**src/rtl/dseq_pkg.sv**
```systemverilog
// Shared types and field positions for the descriptor channel sequencer.
// Assumes 32-bit descriptors and a 2-bit register select.
package dseq_pkg;
    localparam int DESC_W = 32;

    typedef enum logic [2:0] {
        OP_MOVE  = 3'd0,
        OP_WRITE = 3'd1,
        OP_WAIT  = 3'd2,
        OP_JUMP  = 3'd3,
        OP_LOOP  = 3'd4,
        OP_POLL  = 3'd5,
        OP_BRCH  = 3'd6,
        OP_XFER  = 3'd7
    } op_e;

    typedef enum logic [2:0] {
        S_IDLE, S_FETCH, S_DECODE, S_XFETCH, S_WAIT, S_SUB_GO, S_SUB_WAIT, S_END
    } st_e;

    // descriptor flag positions
    localparam int D_INT  = 3;
    localparam int D_STOP = 4;
    localparam int D_LSEL = 5;
    localparam int D_BANK = 6;

    // configuration bit positions
    localparam int C_EN    = 0;
    localparam int C_STOP  = 2;
    localparam int C_MAN   = 3;
    localparam int C_BERR  = 4;
    localparam int C_FLAG  = 16;
    localparam int C_INTEN = 17;

    // register select codes
    localparam logic [1:0] A_NDA  = 2'd0;
    localparam logic [1:0] A_CFG  = 2'd1;
    localparam logic [1:0] A_LOOP = 2'd2;
endpackage

```
**src/rtl/dseq_evmatch.sv**
```systemverilog
// Event matcher: selects one event bank and reports whether any line under
// the mask is high. Purely combinational; assumes NB is a power of two.
module dseq_evmatch #(
    parameter int NB = 2,
    parameter int EW = 64,
    localparam int SW = (NB > 1) ? $clog2(NB) : 1
) (
    input  logic [NB-1:0][EW-1:0] banks,
    input  logic [SW-1:0]         sel,
    input  logic [EW-1:0]         mask,
    output logic                  hit
);
    logic [NB-1:0] bank_hit;

    // per-bank masked OR, one reducer per bank
    for (genvar b = 0; b < NB; b++) begin : g_bank
        assign bank_hit[b] = |(banks[b] & mask);
    end

    assign hit = bank_hit[sel];
endmodule

```
**src/rtl/dseq_core.sv**
```systemverilog
// Sequencer core: fetch, decode and dispatch of descriptors.
// Owns the state machine, the current descriptor and the wait mask; the
// address register and counters live in dseq_regs and are updated through
// the one-cycle event outputs below. Assumes memory holds mem_ack/mem_err
// low unless mem_req is high.
module dseq_core
    import dseq_pkg::*;
#(
    parameter int DW = DESC_W,
    parameter int CW = 16,
    parameter int NC = 2,
    localparam int MW = 2 * DW
) (
    input  logic                 clk,
    input  logic                 rst_n,
    input  logic                 enable,
    input  logic                 manual,
    input  logic [NC-1:0][CW-1:0] cnt,
    input  logic [DW-1:0]        nda,
    output logic                 mem_req,
    output logic [DW-1:0]        mem_addr,
    input  logic                 mem_ack,
    input  logic                 mem_err,
    input  logic [DW-1:0]        mem_rdata,
    output logic                 sub_start,
    output logic [2:0]           sub_op,
    output logic [DW-1:0]        sub_desc,
    input  logic                 sub_done,
    input  logic                 wait_hit,
    output logic                 wait_sel,
    output logic [MW-1:0]        wait_mask,
    output logic                 nda_inc,
    output logic                 nda_load,
    output logic [DW-1:0]        nda_val,
    output logic [NC-1:0]        cnt_dec,
    output logic                 fin_int,
    output logic                 fin_halt,
    output logic                 berr_ev,
    output logic                 idle
);
    st_e           state;
    logic [DW-1:0] ir;
    logic          xidx;
    logic [DW-1:0] mask_lo, mask_hi;
    op_e           op;
    logic          lsel;

    assign op   = op_e'(ir[2:0]);
    assign lsel = ir[D_LSEL];

    // state machine and descriptor/mask capture
    always_ff @(posedge clk) begin
        if (!rst_n) begin
            state   <= S_IDLE;
            ir      <= '0;
            xidx    <= 1'b0;
            mask_lo <= '0;
            mask_hi <= '0;
        end else begin
            case (state)
                S_IDLE:   if (enable) state <= S_FETCH;
                S_FETCH: begin
                    if (mem_err) state <= S_IDLE;
                    else if (mem_ack) begin
                        ir    <= mem_rdata;
                        state <= S_DECODE;
                    end
                end
                S_DECODE: begin
                    xidx <= 1'b0;
                    case (op)
                        OP_JUMP, OP_WAIT: state <= S_XFETCH;
                        OP_LOOP: state <= (cnt[lsel] != '0) ? S_XFETCH : S_END;
                        default: state <= S_SUB_GO;
                    endcase
                end
                S_XFETCH: begin
                    if (mem_err) state <= S_IDLE;
                    else if (mem_ack) begin
                        if (op != OP_WAIT) state <= S_END;
                        else if (!xidx) begin
                            mask_lo <= mem_rdata;
                            xidx    <= 1'b1;
                        end else begin
                            mask_hi <= mem_rdata;
                            state   <= S_WAIT;
                        end
                    end
                end
                S_WAIT:     if (wait_hit) state <= S_END;
                S_SUB_GO:   state <= S_SUB_WAIT;
                S_SUB_WAIT: if (sub_done) state <= S_END;
                S_END: state <= (ir[D_STOP] || manual || !enable) ? S_IDLE : S_FETCH;
                default: state <= S_IDLE;
            endcase
        end
    end

    // event pulses toward the register block and port drives
    always_comb begin
        nda_inc  = 1'b0;
        nda_load = 1'b0;
        nda_val  = mem_rdata;
        cnt_dec  = '0;
        case (state)
            S_FETCH:  nda_inc = mem_ack && !mem_err;
            S_DECODE: begin
                if (op == OP_LOOP) begin
                    if (cnt[lsel] != '0) cnt_dec[lsel] = 1'b1;
                    else nda_inc = 1'b1;
                end
            end
            S_XFETCH: begin
                if (mem_ack && !mem_err) begin
                    if (op == OP_WAIT) nda_inc = 1'b1;
                    else nda_load = 1'b1;
                end
            end
            default: ;
        endcase
    end

    assign mem_req   = (state == S_FETCH) || (state == S_XFETCH);
    assign mem_addr  = nda;
    assign sub_start = (state == S_SUB_GO);
    assign sub_op    = ir[2:0];
    assign sub_desc  = ir;
    assign wait_sel  = ir[D_BANK];
    assign wait_mask = {mask_hi, mask_lo};
    assign fin_int   = (state == S_END) && ir[D_INT];
    assign fin_halt  = (state == S_END) && (ir[D_STOP] || manual);
    assign berr_ev   = mem_req && mem_err;
    assign idle      = (state == S_IDLE);

    // a pending memory request is held with a stable address
    p_req_hold_r2: assert property (@(posedge clk) disable iff (!rst_n)
        (mem_req && !mem_ack && !mem_err) |=> (mem_req && $stable(mem_addr)));
    // the start pulse lasts one cycle
    p_start_pulse_r3: assert property (@(posedge clk) disable iff (!rst_n)
        sub_start |=> !sub_start);
    // a wait without a hit stays parked
    p_wait_park_r6: assert property (@(posedge clk) disable iff (!rst_n)
        (state == S_WAIT && !wait_hit) |=> (state == S_WAIT));
    // a stop-marked descriptor returns the engine to idle
    p_stop_idle_r8: assert property (@(posedge clk) disable iff (!rst_n)
        (state == S_END && ir[D_STOP]) |=> (state == S_IDLE));
endmodule

```
**src/rtl/dseq_regs.sv**
```systemverilog
// Register block: descriptor address, configuration and loop counters.
// Applies software writes first and engine events after them, so engine
// updates win in the same cycle. Address and counter writes are accepted
// only while the channel is stopped.
module dseq_regs
    import dseq_pkg::*;
#(
    parameter int DW = DESC_W,
    parameter int CW = 16,
    parameter int NC = 2
) (
    input  logic                  clk,
    input  logic                  rst_n,
    input  logic                  reg_wr,
    input  logic [1:0]            reg_addr,
    input  logic [DW-1:0]         reg_wdata,
    output logic [DW-1:0]         reg_rdata,
    input  logic                  nda_inc,
    input  logic                  nda_load,
    input  logic [DW-1:0]         nda_val,
    input  logic [NC-1:0]         cnt_dec,
    input  logic                  fin_int,
    input  logic                  fin_halt,
    input  logic                  berr_ev,
    input  logic                  idle,
    output logic [DW-1:0]         nda,
    output logic [NC-1:0][CW-1:0] cnt,
    output logic                  enable,
    output logic                  manual,
    output logic                  irq
);
    logic stopped, berr_f, flag, inten;
    logic wr_cfg, wr_nda, wr_loop;

    assign stopped = idle && !enable;
    assign wr_cfg  = reg_wr && (reg_addr == A_CFG);
    assign wr_nda  = reg_wr && (reg_addr == A_NDA) && stopped;
    assign wr_loop = reg_wr && (reg_addr == A_LOOP) && stopped;

    // configuration bits: software writes, then engine events
    always_ff @(posedge clk) begin
        if (!rst_n) begin
            enable <= 1'b0;
            manual <= 1'b0;
            berr_f <= 1'b0;
            flag   <= 1'b0;
            inten  <= 1'b0;
        end else begin
            if (wr_cfg) begin
                enable <= reg_wdata[C_EN];
                manual <= reg_wdata[C_MAN];
                inten  <= reg_wdata[C_INTEN];
                if (reg_wdata[C_BERR]) berr_f <= 1'b0;
                if (reg_wdata[C_FLAG]) flag   <= 1'b0;
            end
            if (fin_int) flag <= 1'b1;
            if (fin_halt) enable <= 1'b0;
            if (berr_ev) begin
                berr_f <= 1'b1;
                enable <= 1'b0;
            end
        end
    end

    // next-descriptor address
    always_ff @(posedge clk) begin
        if (!rst_n) nda <= '0;
        else if (nda_load) nda <= nda_val;
        else if (nda_inc) nda <= nda + DW'(4);
        else if (wr_nda) nda <= reg_wdata;
    end

    // one down-counter per loop slot
    for (genvar i = 0; i < NC; i++) begin : g_cnt
        always_ff @(posedge clk) begin
            if (!rst_n) cnt[i] <= '0;
            else if (cnt_dec[i]) cnt[i] <= cnt[i] - CW'(1);
            else if (wr_loop) cnt[i] <= reg_wdata[i*CW +: CW];
        end

        // a decrement lowers the counter by exactly one
        p_loop_dec_r5: assert property (@(posedge clk) disable iff (!rst_n)
            cnt_dec[i] |=> (cnt[i] == $past(cnt[i]) - CW'(1)));
    end

    // read-back mux
    always_comb begin
        reg_rdata = '0;
        case (reg_addr)
            A_NDA:  reg_rdata = nda;
            A_CFG: begin
                reg_rdata[C_EN]    = enable;
                reg_rdata[C_STOP]  = stopped;
                reg_rdata[C_MAN]   = manual;
                reg_rdata[C_BERR]  = berr_f;
                reg_rdata[C_FLAG]  = flag;
                reg_rdata[C_INTEN] = inten;
            end
            A_LOOP: reg_rdata = DW'(cnt);
            default: reg_rdata = '0;
        endcase
    end

    assign irq = flag && inten;

    // the flag persists until software writes 1 to it
    p_flag_sticky_r7: assert property (@(posedge clk) disable iff (!rst_n)
        (flag && !(wr_cfg && reg_wdata[C_FLAG])) |=> flag);
    // a halting completion leaves enable clear
    p_halt_clears_r8: assert property (@(posedge clk) disable iff (!rst_n)
        fin_halt |=> !enable);
    // a bus error is recorded and disables the channel
    p_berr_capture_r10: assert property (@(posedge clk) disable iff (!rst_n)
        berr_ev |=> (berr_f && !enable));
endmodule

```
**src/rtl/desc_seq.sv**
```systemverilog
// Top of the descriptor channel sequencer: ties the core, register block
// and event matcher together. Assumes a single clock and that the memory
// port answers each request with exactly one of mem_ack or mem_err.
module desc_seq
    import dseq_pkg::*;
#(
    parameter int DW = DESC_W,
    parameter int CW = 16,
    parameter int NC = 2,
    localparam int MW = 2 * DW
) (
    input  logic          clk,
    input  logic          rst_n,
    input  logic          reg_wr,
    input  logic [1:0]    reg_addr,
    input  logic [DW-1:0] reg_wdata,
    output logic [DW-1:0] reg_rdata,
    output logic          mem_req,
    output logic [DW-1:0] mem_addr,
    input  logic          mem_ack,
    input  logic          mem_err,
    input  logic [DW-1:0] mem_rdata,
    output logic          sub_start,
    output logic [2:0]    sub_op,
    output logic [DW-1:0] sub_desc,
    input  logic          sub_done,
    input  logic [MW-1:0] evt0,
    input  logic [MW-1:0] evt1,
    output logic          irq
);
    logic                  enable, manual, idle;
    logic [NC-1:0][CW-1:0] cnt;
    logic [DW-1:0]         nda, nda_val;
    logic                  nda_inc, nda_load, fin_int, fin_halt, berr_ev;
    logic [NC-1:0]         cnt_dec;
    logic                  wait_hit, wait_sel;
    logic [MW-1:0]         wait_mask;
    logic [1:0][MW-1:0]    banks;

    assign banks = {evt1, evt0};

    dseq_core #(.DW(DW), .CW(CW), .NC(NC)) u_core (
        .clk(clk), .rst_n(rst_n), .enable(enable), .manual(manual),
        .cnt(cnt), .nda(nda),
        .mem_req(mem_req), .mem_addr(mem_addr), .mem_ack(mem_ack),
        .mem_err(mem_err), .mem_rdata(mem_rdata),
        .sub_start(sub_start), .sub_op(sub_op), .sub_desc(sub_desc),
        .sub_done(sub_done),
        .wait_hit(wait_hit), .wait_sel(wait_sel), .wait_mask(wait_mask),
        .nda_inc(nda_inc), .nda_load(nda_load), .nda_val(nda_val),
        .cnt_dec(cnt_dec), .fin_int(fin_int), .fin_halt(fin_halt),
        .berr_ev(berr_ev), .idle(idle)
    );

    dseq_regs #(.DW(DW), .CW(CW), .NC(NC)) u_regs (
        .clk(clk), .rst_n(rst_n), .reg_wr(reg_wr), .reg_addr(reg_addr),
        .reg_wdata(reg_wdata), .reg_rdata(reg_rdata),
        .nda_inc(nda_inc), .nda_load(nda_load), .nda_val(nda_val),
        .cnt_dec(cnt_dec), .fin_int(fin_int), .fin_halt(fin_halt),
        .berr_ev(berr_ev), .idle(idle),
        .nda(nda), .cnt(cnt), .enable(enable), .manual(manual), .irq(irq)
    );

    dseq_evmatch #(.NB(2), .EW(MW)) u_evm (
        .banks(banks), .sel(wait_sel), .mask(wait_mask), .hit(wait_hit)
    );
endmodule

```
**config.mk**
```make
export PLATFORM = sky130hd
export DESIGN_NAME = desc_seq
export DESIGN_NICKNAME = d
export VERILOG_FILES = /design/src/rtl/dseq_pkg.sv /design/src/rtl/dseq_evmatch.sv /design/src/rtl/dseq_core.sv /design/src/rtl/dseq_regs.sv /design/src/rtl/desc_seq.sv
export SDC_FILE = /design/constraint.sdc
export NUM_CORES = 1
export LEC_CHECK = 0
export BUFFER_PORTS_ARGS = -buffer_cell sky130_fd_sc_hd__clkbuf_2
export CAP_MARGIN = 0
export CORE_ASPECT_RATIO = 0.8
export CORE_MARGIN = 2
export CORE_UTILIZATION = 50
export DETAILED_ROUTE_END_ITERATION = 16
export HOLD_SLACK_MARGIN = 0.06
export MAX_ROUTING_LAYER = met4
export PLACE_DENSITY_LB_ADDON = 0.08
export SYNTH_ARGS = -nofsm -noshare
export SYNTH_HDL_FRONTEND = slang
export SYNTH_SLANG_ARGS = --single-unit
```
**constraint.sdc**
```tcl
create_clock -name clk -period 4.7 [get_ports clk]
set_clock_uncertainty 0.15 [all_clocks]
set_input_delay 0 -clock clk [delete_from_list [all_inputs] [get_ports clk]]
set_output_delay 0 -clock clk [all_outputs]
set_load 0.03 [all_outputs]
```
# Yosys cells after proc, flatten, opt, wreduce, memory -nomap -nowiden
# Cells that the tools add are included.
word_totals:
  reg_bits: 169
  inputBits: 200
  out_inout_bits: 102
op_classes:
  add_sub_neg: 3
  order_cmp: 3
  eq_ne: 22
  n_mux: 53
  n_bitwise: 6
  reduce_logical: 39
ops:
  columns: ["cell", "count"]
  rows:
  - ["$and A64 B64 Y64", 2]
  - ["$reduce_or A64 Y1", 2]
  - ["$mux W16", 6]
  - ["$mux W32", 3]
  - ["$add A32 B3 Y32 const B", 1]
  - ["$sub A16 B1 Y16 const B", 2]
  - ["$mux W3", 10]
  - ["$pmux W14 S2", 1]
  - ["$pmux W3 S8", 1]
  - ["$pmux W11 S2", 1]
  - ["$mux W1", 20]
  - ["$reduce_bool A16 Y1", 1]
  - ["$eq A3 B3 Y1 const B", 5]
  - ["$reduce_bool A2 Y1", 7]
  - ["$eq A3 B2 Y1 const B", 4]
  - ["$logic_and A1 B1 Y1", 12]
  - ["$ne A2 B2 Y1 const B", 5]
  - ["$reduce_and A5 Y1", 2]
  - ["$pmux W3 S3", 1]
  - ["$mux W2", 3]
  - ["$ne A3 B3 Y1 const B", 2]
  - ["$pmux W1 S3", 2]
  - ["$pmux W2 S3", 1]
  - ["$pmux W3 S2", 1]
  - ["other kinds (22)", 31]

# Depth between registers and ports, before layout
depth:
  ltp_word: 8
  ltp_mapped: 10
  depth_no_buf: 8

# Modules after synthesis
# Synthesis repeated with hierarchy kept, for this count alone.
unflattened:
  hier_cells: 1266
  hier_area_um2: 9648.0
by_module_without_submodules:
  columns: ["module", "instances", "cells_each", "area_per_inst_um2", "seq_area_each_um2"]
  rows:
  - ["dseq_regs", 1, 619, 4699.5, 1381.3]
  - ["dseq_core", 1, 564, 4314.1, 2001.9]
  - ["dseq_evmatch", 1, 83, 634.4, 0.0]

# Worst setup path before layout
# No wires, ideal clock.
synth_timing:
  kind: "flip-flop to flip-flop"
  from: "register u_core.ir[2], in the netlist u_core.sub_desc[2]"
  to: "register u_regs.nda[10]"
  setup_ns: 0.130
  t_arrival_ns: 2.397
  required_time_ns: 4.420
  slack_ns: 2.022
  path_stages_with_launch: 9
  n_path_buf: 2
  path_cell_list: "dfxtp_1 or3b_1 nor2_1 nand4_1 and3_1 buf_6 buf_2 a222oi_1 o22ai_1"
synth_via:
  elab_chain_cells: 6
  word_cells_on_any_way: 12
  classes_between: "eq/ne (2); mux (9); reduce/logical (1)"
synth_lines:
  columns: ["item", "line_no", "text"]
  rows:
  - ["start: declaration", "dseq_core.sv:42", "logic [DW-1:0] ir;"]
  - ["start signal: assignment", "dseq_core.sv:65", "ir <= mem_rdata;"]
  - ["$eq A3 B2 Y1", "dseq_core.sv:115", "if (op == OP_WAIT) nda_inc = 1'b1;"]
  - ["$mux W1", "dseq_core.sv:115", null]
  - ["$mux W1", "dseq_core.sv:114", "if (mem_ack && !mem_err) begin"]
  - ["$pmux W1 S3", "dseq_core.sv:105", "case (state)"]
  - ["$mux W32", "dseq_regs.sv:69", "else if (nda_inc) nda <= nda + DW'(4);"]
  - ["$mux W32", "dseq_regs.sv:68", "else if (nda_load) nda <= nda_val;"]
  - ["end signal: assignment", "dseq_regs.sv:68", null]
  - ["end signal: assignment", "dseq_regs.sv:69", null]
  - ["end signal: assignment", "dseq_regs.sv:70", "else if (wr_nda) nda <= reg_wdata;"]
  - ["end: declaration", "dseq_regs.sv:26", "output logic [DW-1:0] nda,"]
# Several ways; a longest one is shown, not always the timed one.
# A chain may end at the register's enable or synchronous reset.

# Worst setup path in the final report
layout_timing:
  from: "register u_core.state[1]"
  to: "register u_regs.cnt[28] (netlist bit)"
layout_via:
  elab_chain_cells: 4
  word_cells_on_any_way: 7
  classes_between: "eq/ne (1); mux (2); reduce/logical (4)"
layout_lines:
  columns: ["item", "line_no", "text"]
  rows:
  - ["start: declaration", "dseq_core.sv:41", "st_e state;"]
  - ["start signal: assignment", "dseq_core.sv:73", "OP_LOOP: state <= (cnt[lsel] != '0) ? S_XFETCH : S_END;"]
  - ["start signal: assignment", "dseq_core.sv:93", "S_END: state <= (ir[D_STOP] || manual || !enable) ? S_IDLE : S_FETCH;"]
  - ["$logic_not A3 Y1", "dseq_core.sv:133", "assign idle = (state == S_IDLE);"]
  - ["$logic_and A1 B1 Y1", "dseq_regs.sv:35", "assign stopped = idle && !enable;"]
  - ["$logic_and A1 B1 Y1", "dseq_regs.sv:38", "assign wr_loop = reg_wr && (reg_addr == A_LOOP) && stopped;"]
  - ["$reduce_bool A2 Y1 (no line)", null, null]
  - ["end signal: indexed assignment", "dseq_regs.sv:77", "else if (cnt_dec[i]) cnt[i] <= cnt[i] - CW'(1);"]
  - ["end signal: indexed assignment", "dseq_regs.sv:78", "else if (wr_loop) cnt[i] <= reg_wdata[i*CW +: CW];"]
  - ["end: declaration", "dseq_regs.sv:27", "output logic [NC-1:0][CW-1:0] cnt,"]
# Several ways; a longest one is shown, not always the timed one.

==> summary.md <==
| Metric | Value |
|---|---|
| Worst path cell trace | or3b_1, or3_1, a21oi_1, nand3_1, nor3_1, a21oi_1, a21oi_1, dlygate4sd3_1 |
| DRT Wirelength | 35.9 mm |
| Post-cts gate resize count | 0 |
| Die X | 152 um |
| Max Cap Viol | 0 |
| Yosys cell types | 59 |
| Routed length per instance | 20.7 um |
| Post-Synth XOR/XNOR Area | 0 |
| Syn avg cell area | 7.54 um^2 |
| Setup violations, final | 0 |
| Critical path's top delay family | simple AND/OR/NAND/NOR gates |
| Slew @ Worst Pin | 1.15 ns |
| Fill count | 1480 |
| Crit path time final | 3.63 ns |
| Element type at the critical path start | flop |
| Fin Setup TNS | 0 ns |
| Clock root cell | clkbuf_16 |
| Initial antenna violation count | 0 |
| Max transition margin | 0.232 |
| Worst path max stage delay | 0.65 ns |
| Row Count | 43 |
| Crit-path max FO | 17 |
| IO Pins | 302 |
| Synth Register Bits | 169 |
| Slowest cell on crit path | dfxtp_1 |
| Tcrit/Tclk final | 0.773 |
| DP Area | 0.0104 mm^2 |
| HP Class | input pin to flop |
| Grt total ovfl | 0 |
| Yosys Warn Count | 0 |
| Area of the multi-input gates | 0.00503 mm^2 |
| RSZ-0062 raised after global routing | false |
| Fin area | 0.0117 mm^2 |
| Register area | 0.00338 mm^2 |
| Die Y | 123 um |
| Final antenna-violating net count | 0 |
| Post-synthesis net count | 1371 |
| Fmax | 0.275 GHz |
| CTS H-tree depth | 4 |
| Slew Viols, Final | 0 |
| Worst slack, placed | 1.39 ns |
| CTS tree | yes |
| CTS Buffer Depth | 2 |
| All-layer global routing usage | 0.382 |
| Mux contribution to synthesized area | 0.0421 |
| Largest net degree at the start of global routing | 62 |
| Seq/Total Area, Yosys | 0.384 |
| Die ar. | 0.0187 mm^2 |
| Worst-path clk slew | 0.07 ns |
| Status | complete, no violations |
| Area growth from synthesis to layout | 33.2% |
| Routed vias | 10744 |
| Worst-skew pair later-pin latency | 0.43 ns |
| Diodes inserted | 0 |
| Fin cells | 1732 |
| Initial DRC count | 1408 |
| CP Data Required Time | 4.93 ns |
| Vias in the first global route | 9543 |
| First-pass GRT wire length | 54.3 mm |
| CP arrival | 3.86 ns |
| Maximum VDD drop | 258 uV |
| Critical path class | flop to flop |
| Initial Utilization | 0.510 |
| Synthesized cell area | 0.00881 mm^2 |
| P per Cell Area | 354 mW/mm^2 |
| DRC violations left | 0 |
| Final net count | 1697 |
| Post-synth EDFFs | 0 |
| Worst setup margin | 1.07 ns |
| Post-CTS Setup Bufs | 0 |
| Cells after Synth | 1168 |
| Vias/cell | 6.20 |
| Simple-gate portion of the synthesized area | 0.246 |
| Leak | 0.00479 uW |
| Adder-cell share of the synthesized area | 0.00426 |
| Core Area | 0.0173 mm^2 |
| Buf/Inv on CP | 1 |
| GPL Wtd Cong | 1.00 |
| CTS sink count | 169 |
| Worst hold margin | 0.0811 ns |
| Dpl cells | 1625 |
| Post-synthesis async set-or-reset flop share | 0 |
| Hold Fails Final Rpt | 0 |
| Layout cells sized above 1 | 0.238 |
| Largest family of logic cells by synthesized area | compound AO/OA/AOI/OAI gates |
| Post-synthesis compound-gate area fraction | 0.278 |
| TritonCTS Buffers | 17 |
| Buffers on Ports | 301 |
| Main synth FF type | dfxtp_1 |
| Most frequent CP cell | a21oi_1 |
| Dpl hpwl | 26.4 mm |
| Crit. End Element | flop |
| Drt first pass iters | 6 |
## worst register-to-register path, stage by stage, from the launching register on
cell,delay [ns]
dfxtp_1,0.65
or3b_1,0.47
or3_1,0.38
a21oi_1,0.63
nand3_1,0.33
nor3_1,0.22
a21oi_1,0.06
a21oi_1,0.15
dlygate4sd3_1,0.55
## metal layers
layer,vias to the layer above,global-route usage,share of wire,wire (um)
li1,4942,-,-,-
met1,5012,0.527,0.42,15100
met2,693,0.545,0.43,15400
met3,97,0.103,0.12,4290
met4,0,0.124,0.031,1120
met5,-,-,0,0
## cell usage in the layout, fill, tap and decap left out, types with 4 or more instances in the layout
cell type      count
clkbuf_2         301
nand2_1          253
dfxtp_1          169
a21oi_1          162
nor2_1            90
dlygate4sd3_1     75
a22oi_1           45
o21ai_0           39
mux2i_1           37
nand3_1           32
a221oi_1          23
a22o_1            21
nand4_1           19
a222oi_1          19
clkbuf_16         17
buf_4             16
nor3_1            15
a31oi_1           15
inv_1             13
o211ai_1          12
or4_1             11
nor4_1            10
o22ai_1           10
and3_1             8
and2_1             8
inv_6              7
and4_1             6
or3_1              5
nor2b_1            4
a211oi_1           4
o311ai_0           4
o311a_1            4
## Yosys cell counts (all sizes together) (4+ instances only)
cell    count  area (um^2)
a22oi      45          338
nand4      20          131
or4        11         82.6
a22o       21          184
o311a       4         40.0
nand2     253          950
a211oi      4         30.0
nand3      32          160
a21oi     162          811
and4        6         52.6
buf        16         92.6
nor4       11         83.8
o211ai     12         90.1
nor2       92          345
a221oi     23          201
and3        8         50.1
or3         5         31.3
nor2b       4         25.0
dfxtp     169         3380
nor3       16         80.1
clkbuf     69          260
and2        9         56.3
o311ai      5         61.3
o21ai      40          200
inv        14         52.6
a222oi     19          190
mux2i      37          370
o22ai      10         62.6
a31oi      15         93.8
## logic make-up (layout without fill, tap and decap cells)
kind of cell / Yosys count / in the layout
multiplexers: 37 / 37
AND/OR/NAND/NOR: 483 / 483
adder cells (fa/ha/maj): 3 / 3
buffers and inverters: 99 / 438
flip-flops: 169 / 169
AO/OA/AOI/OAI: 377 / 377
## repair_timing
action,in CTS,in global routing
setup endpoints to repair,0,0
endpoints found under the hold margin,169,0
hold buffers,75,0
## flip-flops by register name (all words and copies together) (netlist names)
| name | count |
|---|---|
| u_core.mask_hi | 32 |
| u_core.mask_lo | 32 |
| u_core.sub_desc | 32 |
| u_regs.cnt | 32 |
| u_regs.nda | 32 |
| u_core.state | 3 |
| u_core.xidx | 1 |
| u_regs.berr_f | 1 |
| u_regs.enable | 1 |
| u_regs.flag | 1 |
| u_regs.inten | 1 |
| u_regs.manual | 1 |
## layout make-up
type	count	share of cell area
timing repair buffer	392	0.203
inverter	14	0.00469
multi-input combinational	900	0.429
sequential	169	0.288
clock buffer	18	0.0374
tap	225	0.0240
clock inverter	14	0.0145
## worst paths after layout
path         slack [ns]               start  depth (start not counted)                 end
max                1.07     u_core.state[1]                          8      u_regs.cnt[28]
min                0.08            sub_done                          7     u_core.state[1]
max reg2reg        1.07     u_core.state[1]                          8      u_regs.cnt[28]
min reg2reg        0.31  u_core.sub_desc[9]                          2  u_core.sub_desc[9]
## metrics by stage
| stage | power (uW) | utilization |
|---|---|---|
| 2_1_floorplan | 2270 | - |
| 3_3_place_gp | 2610 | 0.601 |
| 3_5_place_dp | 2620 | 0.601 |
| 4_1_cts | 4130 | 0.679 |
| 5_1_grt | 4310 | 0.679 |
| 6_report | 4150 | 0.679 |
## power by group
part | internal [uW] | switching, uW | total [uW]
Clock | 821 | 657 | 1480
Combinational | 365 | 640 | 1000
Sequential | 1520 | 151 | 1670
(Power assumes the default switching activity.)
